$ cat config.mk
export PLATFORM = sky130hd
export DESIGN_NAME = pwr_seq_supervisor
export DESIGN_NICKNAME = d
export VERILOG_FILES = /design/src/rtl/pss_pkg.sv /design/src/rtl/pss_sync.sv /design/src/rtl/pss_timer.sv /design/src/rtl/pss_order_map.sv /design/src/rtl/pwr_seq_supervisor.sv
export SDC_FILE = /design/constraint.sdc
export NUM_CORES = 1
export LEC_CHECK = 0
export BUFFER_PORTS_ARGS = -buffer_cell sky130_fd_sc_hd__buf_2
export CAP_MARGIN = 20
export CORE_MARGIN = 2
export CORE_UTILIZATION = 45
export DETAILED_ROUTE_END_ITERATION = 16
export PLACE_DENSITY = 0.71
export SLEW_MARGIN = 20
export SYNTH_ARGS = -nofsm -noshare
export SYNTH_HDL_FRONTEND = slang
export SYNTH_SLANG_ARGS = --single-unit
$ cat constraint.sdc
create_clock -name clk -period 7.2 [get_ports clk]
set_clock_uncertainty 0.05 [all_clocks]
set_input_delay 1.44 -clock clk [delete_from_list [all_inputs] [get_ports clk]]
set_output_delay 1.44 -clock clk [all_outputs]
set_load 0.01 [all_outputs]
$ cat src/rtl/pss_pkg.sv
package pss_pkg;

  typedef enum logic [2:0] {
    ST_OFF   = 3'd0,
    ST_UP    = 3'd1,
    ST_ON    = 3'd2,
    ST_WARN  = 3'd3,
    ST_DOWN  = 3'd4,
    ST_FAULT = 3'd5
  } pss_state_t;

  typedef enum logic [2:0] {
    FC_NONE       = 3'd0,
    FC_PG_DROP    = 3'd1,
    FC_PG_TIMEOUT = 3'd2,
    FC_VOLT       = 3'd3,
    FC_TEMP       = 3'd4
  } pss_fault_t;

  typedef enum logic [1:0] {
    EN_HOLD = 2'd0,
    EN_SET  = 2'd1,
    EN_CLR  = 2'd2,
    EN_KILL = 2'd3
  } pss_en_op_t;

endpackage

$ cat src/rtl/pss_sync.sv
module pss_sync #(
  parameter int WIDTH  = 1,
  parameter int STAGES = 2
) (
  input  logic             clk,
  input  logic             rst,
  input  logic [WIDTH-1:0] d,
  output logic [WIDTH-1:0] q
);

  logic [WIDTH-1:0] stage_q [STAGES];

  genvar s;
  generate
    for (s = 0; s < STAGES; s++) begin : g_stage
      if (s == 0) begin : g_first
        always_ff @(posedge clk) begin
          if (rst) stage_q[s] <= '0;
          else     stage_q[s] <= d;
        end
      end else begin : g_next
        always_ff @(posedge clk) begin
          if (rst) stage_q[s] <= '0;
          else     stage_q[s] <= stage_q[s-1];
        end
      end
    end
  endgenerate

  assign q = stage_q[STAGES-1];

endmodule

$ cat src/rtl/pss_timer.sv
module pss_timer #(
  parameter int W = 16
) (
  input  logic         clk,
  input  logic         rst,
  input  logic         load,
  input  logic [W-1:0] load_val,
  input  logic         dec,
  output logic         zero
);

  logic [W-1:0] cnt_q;

  always_ff @(posedge clk) begin
    if (rst)                    cnt_q <= '0;
    else if (load)              cnt_q <= load_val;
    else if (dec && cnt_q != 0) cnt_q <= cnt_q - 1'b1;
  end

  assign zero = (cnt_q == '0);

endmodule

$ cat src/rtl/pss_order_map.sv
module pss_order_map #(
  parameter int                      N_RAILS    = 4,
  parameter int                      IDX_W      = 2,
  parameter logic [N_RAILS*IDX_W-1:0] RAIL_ORDER = '0
) (
  input  logic [IDX_W-1:0] slot,
  output logic [IDX_W-1:0] rail_idx
);

  localparam logic [N_RAILS*IDX_W-1:0] ORD = RAIL_ORDER;

  always_comb begin
    rail_idx = '0;
    for (int k = 0; k < N_RAILS; k++) begin
      if (slot == IDX_W'(k)) rail_idx = ORD[k*IDX_W +: IDX_W];
    end
  end

endmodule

$ cat src/rtl/pwr_seq_supervisor.sv
module pwr_seq_supervisor
  import pss_pkg::*;
#(
  parameter int                      N_RAILS    = 4,
  parameter int                      IDX_W      = (N_RAILS > 1) ? $clog2(N_RAILS) : 1,
  parameter logic [N_RAILS*IDX_W-1:0] RAIL_ORDER = 8'h72,
  parameter int                      TIMER_W    = 16,
  parameter int                      PG_TIMEOUT = 64,
  parameter int                      STEP_DELAY = 8,
  parameter int                      WARN_HOLD  = 20
) (
  input  logic               clk,
  input  logic               rst,
  input  logic               pwr_on_req,
  input  logic               pwr_off_req,
  input  logic               fault_clear,
  input  logic [N_RAILS-1:0] rail_pgood,
  input  logic               volt_bad,
  input  logic               temp_hot,
  input  logic               input_ok,
  output logic [N_RAILS-1:0] rail_en,
  output logic               pfail_warn,
  output logic [2:0]         fault_class,
  output logic [IDX_W-1:0]   fault_rail,
  output logic               running
);

  localparam int                 SYNC_W    = N_RAILS + 6;
  localparam logic [IDX_W-1:0]   LAST_SLOT = IDX_W'(N_RAILS - 1);
  localparam logic [TIMER_W-1:0] T_PG      = TIMER_W'(PG_TIMEOUT - 1);
  localparam logic [TIMER_W-1:0] T_STEP    = TIMER_W'(STEP_DELAY - 1);
  localparam logic [TIMER_W-1:0] T_WARN    = TIMER_W'(WARN_HOLD - 1);

  // ---------------------------------------------------------------
  // Input synchronization
  // ---------------------------------------------------------------
  logic [SYNC_W-1:0]  sync_in, sync_out;
  logic               on_s, off_s, clr_s, volt_s, temp_s, inok_s;
  logic [N_RAILS-1:0] pg_s;

  assign sync_in = {rail_pgood, input_ok, temp_hot, volt_bad,
                    fault_clear, pwr_off_req, pwr_on_req};

  pss_sync #(.WIDTH(SYNC_W), .STAGES(2)) u_sync (
    .clk (clk),
    .rst (rst),
    .d   (sync_in),
    .q   (sync_out)
  );

  assign on_s   = sync_out[0];
  assign off_s  = sync_out[1];
  assign clr_s  = sync_out[2];
  assign volt_s = sync_out[3];
  assign temp_s = sync_out[4];
  assign inok_s = sync_out[5];
  assign pg_s   = sync_out[SYNC_W-1:6];

  // ---------------------------------------------------------------
  // State registers
  // ---------------------------------------------------------------
  pss_state_t         state_q, state_d;
  pss_fault_t         fclass_q, fclass_d;
  pss_en_op_t         en_op;
  logic [IDX_W-1:0]   slot_q, slot_d;
  logic [IDX_W-1:0]   frail_q, frail_d;
  logic [N_RAILS-1:0] en_q, en_d;
  logic [N_RAILS-1:0] seen_q, seen_d;
  logic               warn_q, run_q;
  logic               on_prev_q, off_prev_q;

  logic               on_edge, off_edge;
  logic [IDX_W-1:0]   cur_idx, nxt_idx;
  logic [N_RAILS-1:0] nxt_onehot;
  logic               pg_cur;
  logic [N_RAILS-1:0] drop_vec;
  logic               drop_any;
  logic [IDX_W-1:0]   drop_idx;
  logic               active;

  logic               tmr_load, tmr_dec, tmr_zero;
  logic [TIMER_W-1:0] tmr_val;

  assign on_edge  = on_s & ~on_prev_q;
  assign off_edge = off_s & ~off_prev_q;

  // ---------------------------------------------------------------
  // Order lookup: current slot and next slot
  // ---------------------------------------------------------------
  pss_order_map #(.N_RAILS(N_RAILS), .IDX_W(IDX_W), .RAIL_ORDER(RAIL_ORDER)) u_map_cur (
    .slot     (slot_q),
    .rail_idx (cur_idx)
  );

  pss_order_map #(.N_RAILS(N_RAILS), .IDX_W(IDX_W), .RAIL_ORDER(RAIL_ORDER)) u_map_nxt (
    .slot     (slot_d),
    .rail_idx (nxt_idx)
  );

  genvar r;
  generate
    for (r = 0; r < N_RAILS; r++) begin : g_dec
      assign nxt_onehot[r] = (nxt_idx == IDX_W'(r));
    end
  endgenerate

  assign pg_cur = pg_s[cur_idx];

  // ---------------------------------------------------------------
  // Fault detection: only rails that are enabled and already seen good
  // ---------------------------------------------------------------
  assign drop_vec = seen_q & en_q & ~pg_s;
  assign drop_any = |drop_vec;

  always_comb begin
    drop_idx = '0;
    for (int i = N_RAILS - 1; i >= 0; i--) begin
      if (drop_vec[i]) drop_idx = IDX_W'(i);
    end
  end

  assign active = (state_q == ST_UP) || (state_q == ST_ON) ||
                  (state_q == ST_WARN) || (state_q == ST_DOWN);

  // ---------------------------------------------------------------
  // Shared step timer
  // ---------------------------------------------------------------
  pss_timer #(.W(TIMER_W)) u_timer (
    .clk      (clk),
    .rst      (rst),
    .load     (tmr_load),
    .load_val (tmr_val),
    .dec      (tmr_dec),
    .zero     (tmr_zero)
  );

  // ---------------------------------------------------------------
  // Sequencing control
  // ---------------------------------------------------------------
  always_comb begin
    state_d  = state_q;
    slot_d   = slot_q;
    fclass_d = fclass_q;
    frail_d  = frail_q;
    en_op    = EN_HOLD;
    tmr_load = 1'b0;
    tmr_val  = '0;
    tmr_dec  = 1'b0;

    if (active && (drop_any || volt_s || temp_s)) begin
      state_d = ST_FAULT;
      en_op   = EN_KILL;
      if (drop_any) begin
        fclass_d = FC_PG_DROP;
        frail_d  = drop_idx;
      end else if (volt_s) begin
        fclass_d = FC_VOLT;
        frail_d  = '0;
      end else begin
        fclass_d = FC_TEMP;
        frail_d  = '0;
      end
    end else begin
      case (state_q)
        ST_OFF: begin
          if (on_edge) begin
            state_d  = ST_UP;
            slot_d   = '0;
            en_op    = EN_SET;
            tmr_load = 1'b1;
            tmr_val  = T_PG;
          end
        end
        ST_UP: begin
          if (!inok_s) begin
            state_d  = ST_WARN;
            tmr_load = 1'b1;
            tmr_val  = T_WARN;
          end else if (pg_cur) begin
            if (slot_q == LAST_SLOT) begin
              state_d = ST_ON;
            end else begin
              slot_d   = slot_q + 1'b1;
              en_op    = EN_SET;
              tmr_load = 1'b1;
              tmr_val  = T_PG;
            end
          end else if (tmr_zero) begin
            state_d  = ST_FAULT;
            en_op    = EN_KILL;
            fclass_d = FC_PG_TIMEOUT;
            frail_d  = cur_idx;
          end else begin
            tmr_dec = 1'b1;
          end
        end
        ST_ON: begin
          if (!inok_s) begin
            state_d  = ST_WARN;
            tmr_load = 1'b1;
            tmr_val  = T_WARN;
          end else if (off_edge) begin
            state_d  = ST_DOWN;
            en_op    = EN_CLR;
            tmr_load = 1'b1;
            tmr_val  = T_STEP;
          end
        end
        ST_WARN: begin
          if (tmr_zero) begin
            state_d  = ST_DOWN;
            en_op    = EN_CLR;
            tmr_load = 1'b1;
            tmr_val  = T_STEP;
          end else begin
            tmr_dec = 1'b1;
          end
        end
        ST_DOWN: begin
          if (tmr_zero) begin
            if (slot_q == '0) begin
              state_d = ST_OFF;
            end else begin
              slot_d   = slot_q - 1'b1;
              en_op    = EN_CLR;
              tmr_load = 1'b1;
              tmr_val  = T_STEP;
            end
          end else begin
            tmr_dec = 1'b1;
          end
        end
        ST_FAULT: begin
          if (clr_s) begin
            state_d  = ST_OFF;
            fclass_d = FC_NONE;
            frail_d  = '0;
          end
        end
        default: begin
          state_d = ST_FAULT;
          en_op   = EN_KILL;
        end
      endcase
    end
  end

  always_comb begin
    case (en_op)
      EN_SET:  en_d = en_q | nxt_onehot;
      EN_CLR:  en_d = en_q & ~nxt_onehot;
      EN_KILL: en_d = '0;
      default: en_d = en_q;
    endcase
  end

  assign seen_d = (seen_q | (en_q & pg_s)) & en_d;

  always_ff @(posedge clk) begin
    if (rst) begin
      state_q    <= ST_OFF;
      slot_q     <= '0;
      fclass_q   <= FC_NONE;
      frail_q    <= '0;
      en_q       <= '0;
      seen_q     <= '0;
      warn_q     <= 1'b0;
      run_q      <= 1'b0;
      on_prev_q  <= 1'b0;
      off_prev_q <= 1'b0;
    end else begin
      state_q    <= state_d;
      slot_q     <= slot_d;
      fclass_q   <= fclass_d;
      frail_q    <= frail_d;
      en_q       <= en_d;
      seen_q     <= seen_d;
      warn_q     <= (state_d == ST_WARN);
      run_q      <= (state_d == ST_ON);
      on_prev_q  <= on_s;
      off_prev_q <= off_s;
    end
  end

  assign rail_en     = en_q;
  assign pfail_warn  = warn_q;
  assign fault_class = fclass_q;
  assign fault_rail  = frail_q;
  assign running     = run_q;

endmodule

Yosys cells after proc, flatten, opt, wreduce, memory -nomap -nowiden:

Memory sizes are Yosys's and may differ from the RTL's.
Cells that the tools add are included.

* register bits: 38
* memory bits (writable): 20
* input bits: 12
* logic and storage cells: 169
* memories: 1

* add/subtract/negate cells: 3
* order comparisons: 1
* equal/unequal tests: 23
* multiplexer cells: 97
* bitwise logic cells: 15
* reductions and logical operators: 18

Memories
* u_sync.stage_q: words 2, width 10, rd ports 2, clocked after Yosys merged registers in 0, write ports 2, RTL line pss_sync.sv:11 `logic [WIDTH-1:0] stage_q [STAGES];`

Operators by type and width (count)
* 3-bit two-way mux: 23
* 2-bit two-way mux: 34
* 16-bit two-way mux: 2
* 6-bit two-way mux: 5
* 6-bit case mux with 5 select lines: 1
* 4-bit AND: 5
* 1-bit two-way mux: 20
* 10-bit two-way mux: 2
* 3-bit case mux with 6 select lines: 1
* 2-bit == test, second input constant: 8
* 16-bit logical NOT: 1
* 16-bit nonzero test: 1
* 16-bit by 1-bit subtractor with 16-bit output, second input constant: 1
* 3-bit by 2-bit == test with 1-bit output, second input constant: 4
* 2-bit case mux with 6 select lines: 1
* 4-bit case mux with 3 select lines: 1
* 3-bit by 2-bit != test with 1-bit output, second input constant: 3
* 2-bit by 1-bit == test with 1-bit output, second input constant: 4
* 4-bit inverter: 2
* 4-bit bitwise OR: 2
* 3-bit == test, second input constant: 2
* 2-bit logical NOT: 3
* 2-bit case mux with 3 select lines: 1
* 3-bit case mux with 2 select lines: 1
* other kinds (21): 29

Depth between registers and ports, before layout:

Gate-level depths: netlist (run 1).

* depth in word-level cells: 21
* gate-level depth with buffers: 10
* gate-level depth less buffers: 8

Hierarchy:

Synthesis (run 1) repeated with hierarchy kept, for this count alone.

* cell total of the unflattened synthesis: 351
* area, all modules: 3075.4 sq um

Modules (own cells, without submodules)
* pwr_seq_supervisor: times used 1, cells each 191, area each 1497.7 sq um, seq. area each 440.4 sq um
* pss_timer: times used 1, cells each 114, area each 944.7 sq um, seq. area each 320.3 sq um
* pss_sync: times used 1, cells each 42, area each 618.1 sq um, seq. area each 400.4 sq um
* pss_order_map: times used 2, cells each 2, area each 7.5 sq um, seq. area each 0.0 sq um

Worst setup path before layout (run 1):

OpenSTA, ideal clock, no wires.

* path kind: flip-flop to flip-flop
* start: register u_timer.cnt_q[0]
* end: register en_q[0] (netlist: rail_en[0])
* arrival time: 2252 ps
* data required time: 7076 ps
* path slack: 4823 ps
* stages on the path, launching flop included: 11
* path buffers: 2
* cells stage by stage: dfxtp_1 inv_1 ha_1 and4b_1 clkbuf_1 and2_1 buf_4 a21oi_1 o32ai_2 or4_1 a31oi_1

* word-level cells in the longest chain between the ends: 13

RTL lines
* start: declaration: RTL line pss_timer.sv:12 `logic [W-1:0] cnt_q;`
* start signal: assignment: RTL line pss_timer.sv:16 `else if (load) cnt_q <= load_val;`
* start signal: assignment: RTL line pss_timer.sv:17 `else if (dec && cnt_q != 0) cnt_q <= cnt_q - 1'b1;`
* 16-bit logical NOT *: RTL line pss_timer.sv:20 `assign zero = (cnt_q == '0);`
* 2-bit two-way mux: RTL line pwr_seq_supervisor.sv:220 `if (tmr_zero) begin`
* 2-bit case mux with 3 select lines: RTL line pwr_seq_supervisor.sv:164 `case (state_q)`
* 2-bit two-way mux: RTL line pwr_seq_supervisor.sv:150 `if (active && (drop_any || volt_s || temp_s)) begin`
* 2-bit logical NOT: RTL line pss_order_map.sv:15 `if (slot == IDX_W'(k)) rail_idx = ORD[k*IDX_W +: IDX_W];`
* 2-bit two-way mux (4 in a row): RTL line pss_order_map.sv:15
* 2-bit logical NOT: RTL line pwr_seq_supervisor.sv:103 `assign nxt_onehot[r] = (nxt_idx == IDX_W'(r));`
* 4-bit inverter: RTL line pwr_seq_supervisor.sv:251 `EN_CLR: en_d = en_q & ~nxt_onehot;`
* 4-bit AND: RTL line pwr_seq_supervisor.sv:251
* 4-bit case mux with 3 select lines *: RTL line pwr_seq_supervisor.sv:249 `case (en_op)`
* end signal: assignment: RTL line pwr_seq_supervisor.sv:276 `en_q <= en_d;`
* end: declaration: RTL line pwr_seq_supervisor.sv:67 `logic [N_RAILS-1:0] en_q, en_d;`

Mark *: on every way between the ends. The rest lies on a longest branch, timed or not.
A chain may end at the register's enable or synchronous reset.

Worst setup path in the final report (run 1):

* start: register state_q[1]
* end: register en_q[0] (netlist: rail_en[0])

* word-level cells in the longest chain between the ends: 15

RTL lines
* start: declaration: RTL line pwr_seq_supervisor.sv:62 `pss_state_t state_q, state_d;`
* start signal: assignment: RTL line pwr_seq_supervisor.sv:272 `state_q <= state_d;`
* 3-bit by 1-bit == test with 1-bit output or 3-bit by 2-bit == test with 1-bit output (tied branches): RTL line pwr_seq_supervisor.sv:122, pwr_seq_supervisor.sv:164
* 1-bit logical OR (2 in a row): RTL line pwr_seq_supervisor.sv:122 `assign active = (state_q == ST_UP) || (state_q == ST_ON) ||`
* 1-bit logical OR: RTL line pwr_seq_supervisor.sv:123 `(state_q == ST_WARN) || (state_q == ST_DOWN);`
* 1-bit logical AND: RTL line pwr_seq_supervisor.sv:150
* 2-bit two-way mux: RTL line pwr_seq_supervisor.sv:150
* 2-bit logical NOT: RTL line pss_order_map.sv:15
* 2-bit two-way mux (4 in a row): RTL line pss_order_map.sv:15
* 2-bit logical NOT: RTL line pwr_seq_supervisor.sv:103
* 4-bit inverter: RTL line pwr_seq_supervisor.sv:251
* 4-bit AND: RTL line pwr_seq_supervisor.sv:251
* 4-bit case mux with 3 select lines *: RTL line pwr_seq_supervisor.sv:249

Marks and branches as above.

==> metrics.md, run 1 <==
| Metric | Value |
|---|---|
| Outcome | finished, final reports clean |
| Yosys top cell by area | dfxtp_1 |
| Synth Register Bits | 58 |
| R2R cell count | 7 |
| Worst R2R Start | state_q[1]$_SDFF_PP0_ |
| CTS clock-pin slew for the worst setup and hold paths | 0.06 ns |
| WP data arrival | 3.09 ns |
| RR Endpoint | rail_en[0]$_SDFF_PP0_ |
| Core Area | 0.00624 mm² |
| IO Pins | 23 |
| Maxcap violations | 0 |
| Fraction of layout cells with a size suffix above 1 | 14.8% |
| Sequential area share after synthesis | 40.7% |
| Post-detail-place hpwl | 4530 µm |
| Net Count, Synth | 348 |
| First-pass GRT wire length | 10600 µm |
| Largest net degree at the start of global routing | 48 |
| Post-CTS Setup Inserts | 0 |
| Hold Startpoint | u_sync.stage_q[0][6]$_SDFF_PP0_ |
| Count of cell types in the netlist | 55 |
| Top_reg_cell synth | dfxtp_1 |
| Initial antenna violation count | 0 |
| Root Buffer | clkbuf_8 |
| Row count | 29 |
| Die area | 0.00700 mm² |
| Most frequent cells in the layout | dfxtp_1 (58), nor2_1 (36), nor2b_1 (27) |
| # diodes | 0 |
| Initial DRT Pass Iterations | 4 |
| CP Capture Type | flip-flop |
| Number of CTS-inserted buffers | 9 |
| Vias in the first global route | 2342 |
| Worst setup path start | state_q[1]$_SDFF_PP0_ |
| Final Hold Viols | 0 |
| Setup_tns | 0 ns |
| Die X-Extent | 83.7 µm |
| CTS tree | yes |
| Slew headroom | 46.1% |
| Antenna Nets Post-Route | 0 |
| Filler cells | 595 |
| R2R Setup Slk | 4.32 ns |
| Chip Height | 83.7 µm |
| Routability cong. | 0.942 |
| Fmax | 348 MHz |
| Final period utilization | 39.9% |
| RSZ-0062 raised after global routing | false |
| Hold buffer count at cts | 0 |
| CTS resizes | 0 |
| Initial Util | 45.7% |
| Synth warn | 0 |
| Vias | 2479 |
| Total routed wirelength | 6340 µm |
| Max Buffers Root-to-Sink | 2 |
| Slew Limit Fails | 0 |
| Type of the tightest min-delay check | reg -> reg |
| GRT overflow | 0 |
| Multi-input logic area | 0.00160 mm² |
| Critical Path RT | 7.42 ns |
| Sequential Area | 0.00116 mm² |
| Worst Setup EP | rail_en[0]$_SDFF_PP0_ |
| Commonest non-fill, non-tap cell in the layout | dfxtp_1 |
| Starting DRC count in detailed routing | 214 |
| Minimum clock period | 2.88 ns |
| Layout Nets | 365 |
| Total track usage | 19.0% |
| Ys async rst share | 0% |
| Avg Inst Size Synth | 8.52 µm² |
| Worst Tran Pin Value | 0.808 ns |
| Static leakage | 1.21 nW |
| WL/cell | 14.6 µm |
| Top-area cell type share of the netlist area | 40.7% |
| H-tree depth | 3 |
| Clk Latency, worst-skew pair | 0.34 ns |
| Total clock sinks | 58 |
| Hold Slack | 0.385 ns |
| Worst setup path class | reg -> reg |
| Post-Syn Area | 0.00286 mm² |
| Ranking of synthesized cells by area | dfxtp_1 (41%), nor2b_1 (5.9%), nor2_1 (4.7%) |
| Synth Instances | 335 |
| Routed vias/inst | 5.71 |
| Area delta synth->final | 12.4% |
| Final setup fails | 0 |
| Drt drc | 0 |
| Crit Path Max Fanout | 19 |
| Worst VDD drop | 0.000225 V |
| EDFF count, synth | 0 |
| Port Buffer Count | 22 |
| CP startpoint kind | flip-flop |
| Power Density | 350 mW/mm² |
metal layers:
layer	GRT usage, %	up-vias	share of wire, %
met1	21.9	1122	43
met4	9.82	0	3.6
met2	31.1	87	47
met5	0	-	0
li1	-	1244	-
met3	6.53	26	6.2
Yosys cell counts (all sizes together) (4+ instances only):
library cell	number
dfxtp	58
nor2	36
nor2b	27
nand2	24
a21oi	21
o21ai	13
nand3	12
a211oi	11
nor3	11
clkbuf	9
nand3b	9
xor2	9
o211ai	8
a31oi	7
buf	7
inv	6
xnor2	6
and3	5
nand2b	4
nand4	4
nand4b	4
nor4	4
or4	4
cells by family (layout without fill, tap and decap cells):
| logic type | Yosys count | in the layout | share of synthesized area (%) |
|---|---|---|---|
| compound gates | 80 | 80 | 18.8 |
| xor+xnor | 15 | 15 | 4.60 |
| fa+ha+maj | 1 | 1 | 0.438 |
| buf+inv | 23 | 45 | 3.42 |
| flops | 58 | 58 | 40.7 |
| mux | 5 | 5 | 2.23 |
| simple gates | 153 | 153 | 29.8 |
how the worst min path moves through the flow:
stage / to / slack, ns / cells past startpoint
finish: u_sync.stage_q[1][6]$_SDFF_PP0_ / 0.38 / 1
global route: u_sync.stage_q[1][6]$_SDFF_PP0_ / 0.39 / 1
CTS: u_sync.stage_q[1][6]$_SDFF_PP0_ / 0.39 / 1
detailed placement: u_sync.stage_q[1][6]$_SDFF_PP0_ / 0.38 / 1
global placement: u_sync.stage_q[1][7]$_SDFF_PP0_ / 0.37 / 1
floorplan: u_sync.stage_q[1][0]$_SDFF_PP0_ / 0.36 / 1
registers in the layout (all words and copies together) (netlist names):
signal and count:
fault_class 3, fault_rail 2, off_prev_q 1, on_prev_q 1, pfail_warn 1, rail_en 4, running 1, seen_q 4
slot_q 2, state_q 3, u_sync.stage_q 20, u_timer.cnt_q 16
critical path: stages, from the launching register on:
cell	delay (ns)
dfxtp_1	0.67
nor2_1	0.21
xnor2_1	0.45
o21ai_0	0.33
o2bb2ai_1	0.24
o21a_1	0.21
or4_1	0.49
a31oi_1	0.16
layout make-up:
type	instances	share of cell area, %
Sequential cell	58	36.2
Inverter	7	0.819
Timing Repair Buffer	22	3.43
Tap cell	77	3.00
Multi-Input combinational cell	254	49.7
Clock buffer	11	4.41
Clock inverter	5	2.42
metrics by stage:
step	std cells	area (µm²)	setup WS [ns]	total power [W]	util, %
after floorplan	335	2860	4.82	0.000723	-
after global placement	418	2990	4.45	0.000787	47.9
after detailed placement	418	2990	4.41	0.000795	47.9
after CTS	434	3210	4.39	0.00113	51.4
after global routing	434	3210	4.09	0.00120	51.4
final	434	3210	4.32	0.00112	51.4
where the power goes:
group / internal (W) / switching (W)
clock: 0.000203 / 0.000127
sequential: 0.000363 / 0.0000575
combinational: 0.000147 / 0.000227
total: 0.000713 / 0.000411
No activity file was read; power rests on OpenSTA's default activity.
==> run 2, diff against run 1 <==
- clock period: 7.2 -> 2.8 ns (I/O delays scaled with it)
==> metrics.md, run 2 (synthesized netlist as in run 1, its figures left out) <==
| Metric | Value |
|---|---|
| Largest registers | u_sync.stage_q (20), u_timer.cnt_q (16) |
| Setup_tns | 0 ns |
| WL/cell | 14.1 µm |
| Post-CTS Setup Inserts | 0 |
| Antenna Nets Post-Route | 0 |
| Routability cong. | 0.973 |
| Worst setup path start | slot_q[1]$_SDFF_PP0_ |
| Worst setup path class | reg -> reg |
| First-pass GRT wire length | 10700 µm |
| Layout Nets | 378 |
| Critical-path cell with the highest stage delay | mux4_2 |
| Critical Path RT | 2.98 ns |
| Number of CTS-inserted buffers | 9 |
| Chip Height | 83.7 µm |
| Fmax | 386 MHz |
| Most frequent cells in the layout | dfxtp_1 (58), nor2_1 (36), nor2b_1 (27) |
| Top delay family on crit path | simple AND/OR/NAND/NOR gates |
| Total clock sinks | 58 |
| Worst path max stage delay | 0.61 ns |
| Global Route met1 Usage | 24.1% |
| Starting DRC count in detailed routing | 225 |
| R2R Setup Slk | 0.21 ns |
| Largest net degree at the start of global routing | 27 |
| Row count | 29 |
| Worst hold stages | 2 |
| CP Depth | 7 |
| Filler cells | 595 |
| Routed vias/inst | 5.67 |
| Power Density | 906 mW/mm² |
| Die area | 0.00700 mm² |
| Int Power | 0.00192 W |
| Commonest non-fill, non-tap cell in the layout | dfxtp_1 |
| Maxcap violations | 0 |
| CP Capture Type | flip-flop |
| Part of the power in registers | 34.5% |
| Worst Tran Pin Value | 0.583 ns |
| R2R cell count | 7 |
| Grt met2 use | 29.6% |
| Multi-input logic area | 0.00160 mm² |
| Final cell count without fillers | 447 |
| Clock power share | 28.3% |
| Static leakage | 1.27 nW |
| Slew headroom | 60.7% |
| Worst R2R Start | slot_q[1]$_SDFF_PP0_ |
| Hold buffer count at cts | 0 |
| Post-detail-place hpwl | 4640 µm |
| Sw Ratio | 36.0% |
| Critical path, cell by cell | mux4_2, nand2b_1, o211a_1, or4_1, xnor2_1, mux2i_1, nor2_1 |
| Total track usage | 19.1% |
| Minimum clock period | 2.59 ns |
| IO Pins | 23 |
| CTS resizes | 0 |
| Die X-Extent | 83.7 µm |
| Placed Cells | 431 |
| Slew Limit Fails | 0 |
| Total Power | 0.00299 W |
| CP startpoint kind | flip-flop |
| H-tree depth | 3 |
| Power share of the combinational group | 37.1% |
| Initial antenna violation count | 0 |
| RR Endpoint | u_timer.cnt_q[4]$_SDFFE_PP0P_ |
| Clk Latency, worst-skew pair | 0.35 ns |
| Worst path bufs/invs | 0 |
| Initial DRT Pass Iterations | 5 |
| Drt drc | 0 |
| Initial Util | 45.7% |
| Hold Startpoint | rail_pgood[0] |
| GRT Max-Usage Layer | met2 |
| Max Buffers Root-to-Sink | 2 |
| GRT overflow | 0 |
| Final period utilization | 92.4% |
| # diodes | 0 |
| Outcome | finished, final reports clean |
| Vias | 2536 |
| Core Area | 0.00624 mm² |
| Biggest register | u_sync.stage_q |
| Sequential Area | 0.00116 mm² |
| Root Buffer | clkbuf_8 |
| Vias in the first global route | 2318 |
| Hold Slack | 0.370 ns |
| Total routed wirelength | 6310 µm |
| RSZ-0062 raised after global routing | false |
| Switch Pwr | 0.00108 W |
| Port Buffer Count | 22 |
| Final Hold Viols | 0 |
| Type of the tightest min-delay check | in -> reg |
| CTS clock-pin slew for the worst setup and hold paths | 0.06 ns |
| Area delta synth->final | 15.8% |
| Crit Path Max Fanout | 7 |
| Final setup fails | 0 |
| Max FFs per register | 20 |
| Met3 usage | 6.82% |
| Fraction of layout cells with a size suffix above 1 | 17.8% |
| Worst Setup EP | u_timer.cnt_q[4]$_SDFFE_PP0P_ |
| CTS tree | yes |
| Worst VDD drop | 0.000565 V |
| WP data arrival | 2.77 ns |
-- run 2: changes by cell type in the layout (fill, tap and decap cells not counted), sizes merged --
cell	delta
buf	+13
-- run 2: final cells by class --
type	count	area share [%]
multi-input combinational	254	48.3
tap	77	2.91
timing repair buffer	35	6.28
clock inverter	5	2.35
clock buffer	11	4.28
sequential	58	35.1
inverter	7	0.795
-- run 2: how the worst min path moves through the flow --
stage                                      endpoint  slack, ns
finish              u_sync.stage_q[0][6]$_SDFF_PP0_       0.37
global route        u_sync.stage_q[0][3]$_SDFF_PP0_       0.36
CTS                 u_sync.stage_q[0][0]$_SDFF_PP0_       0.35
detailed placement  u_sync.stage_q[1][5]$_SDFF_PP0_       0.38
global placement    u_sync.stage_q[1][3]$_SDFF_PP0_       0.37
floorplan           u_sync.stage_q[1][0]$_SDFF_PP0_       0.36
-- run 2: layer usage --
layer | routed length [µm] | share of wire (%) | vias to the layer above
li1 | - | - | 1265
met1 | 2840 | 45 | 1181
met2 | 2880 | 46 | 75
met3 | 440 | 7.0 | 15
met4 | 149 | 2.4 | 0
met5 | 0 | 0 | -
-- run 2: power by group through the flow --
stage	clock, W	sequential (W)	combinational, W
2_1_floorplan	0	0.00102	0.000842
3_3_place_gp	0	0.00105	0.00108
3_5_place_dp	0	0.00105	0.00110
4_1_cts	0.000869	0.00103	0.00111
5_1_grt	0.000905	0.00105	0.00124
6_report	0.000849	0.00103	0.00111
-- run 2: metrics by stage --
step / instance area [µm²] / worst slack [ns] / util, %
final: 3310 / 0.212 / 53.0
after global routing: 3310 / 0.0553 / 53.0
after CTS: 3310 / 0.206 / 53.0
after detailed placement: 3090 / 0.224 / 49.5
after global placement: 3090 / 0.233 / 49.5
after floorplan: 2860 / 0.423 / -
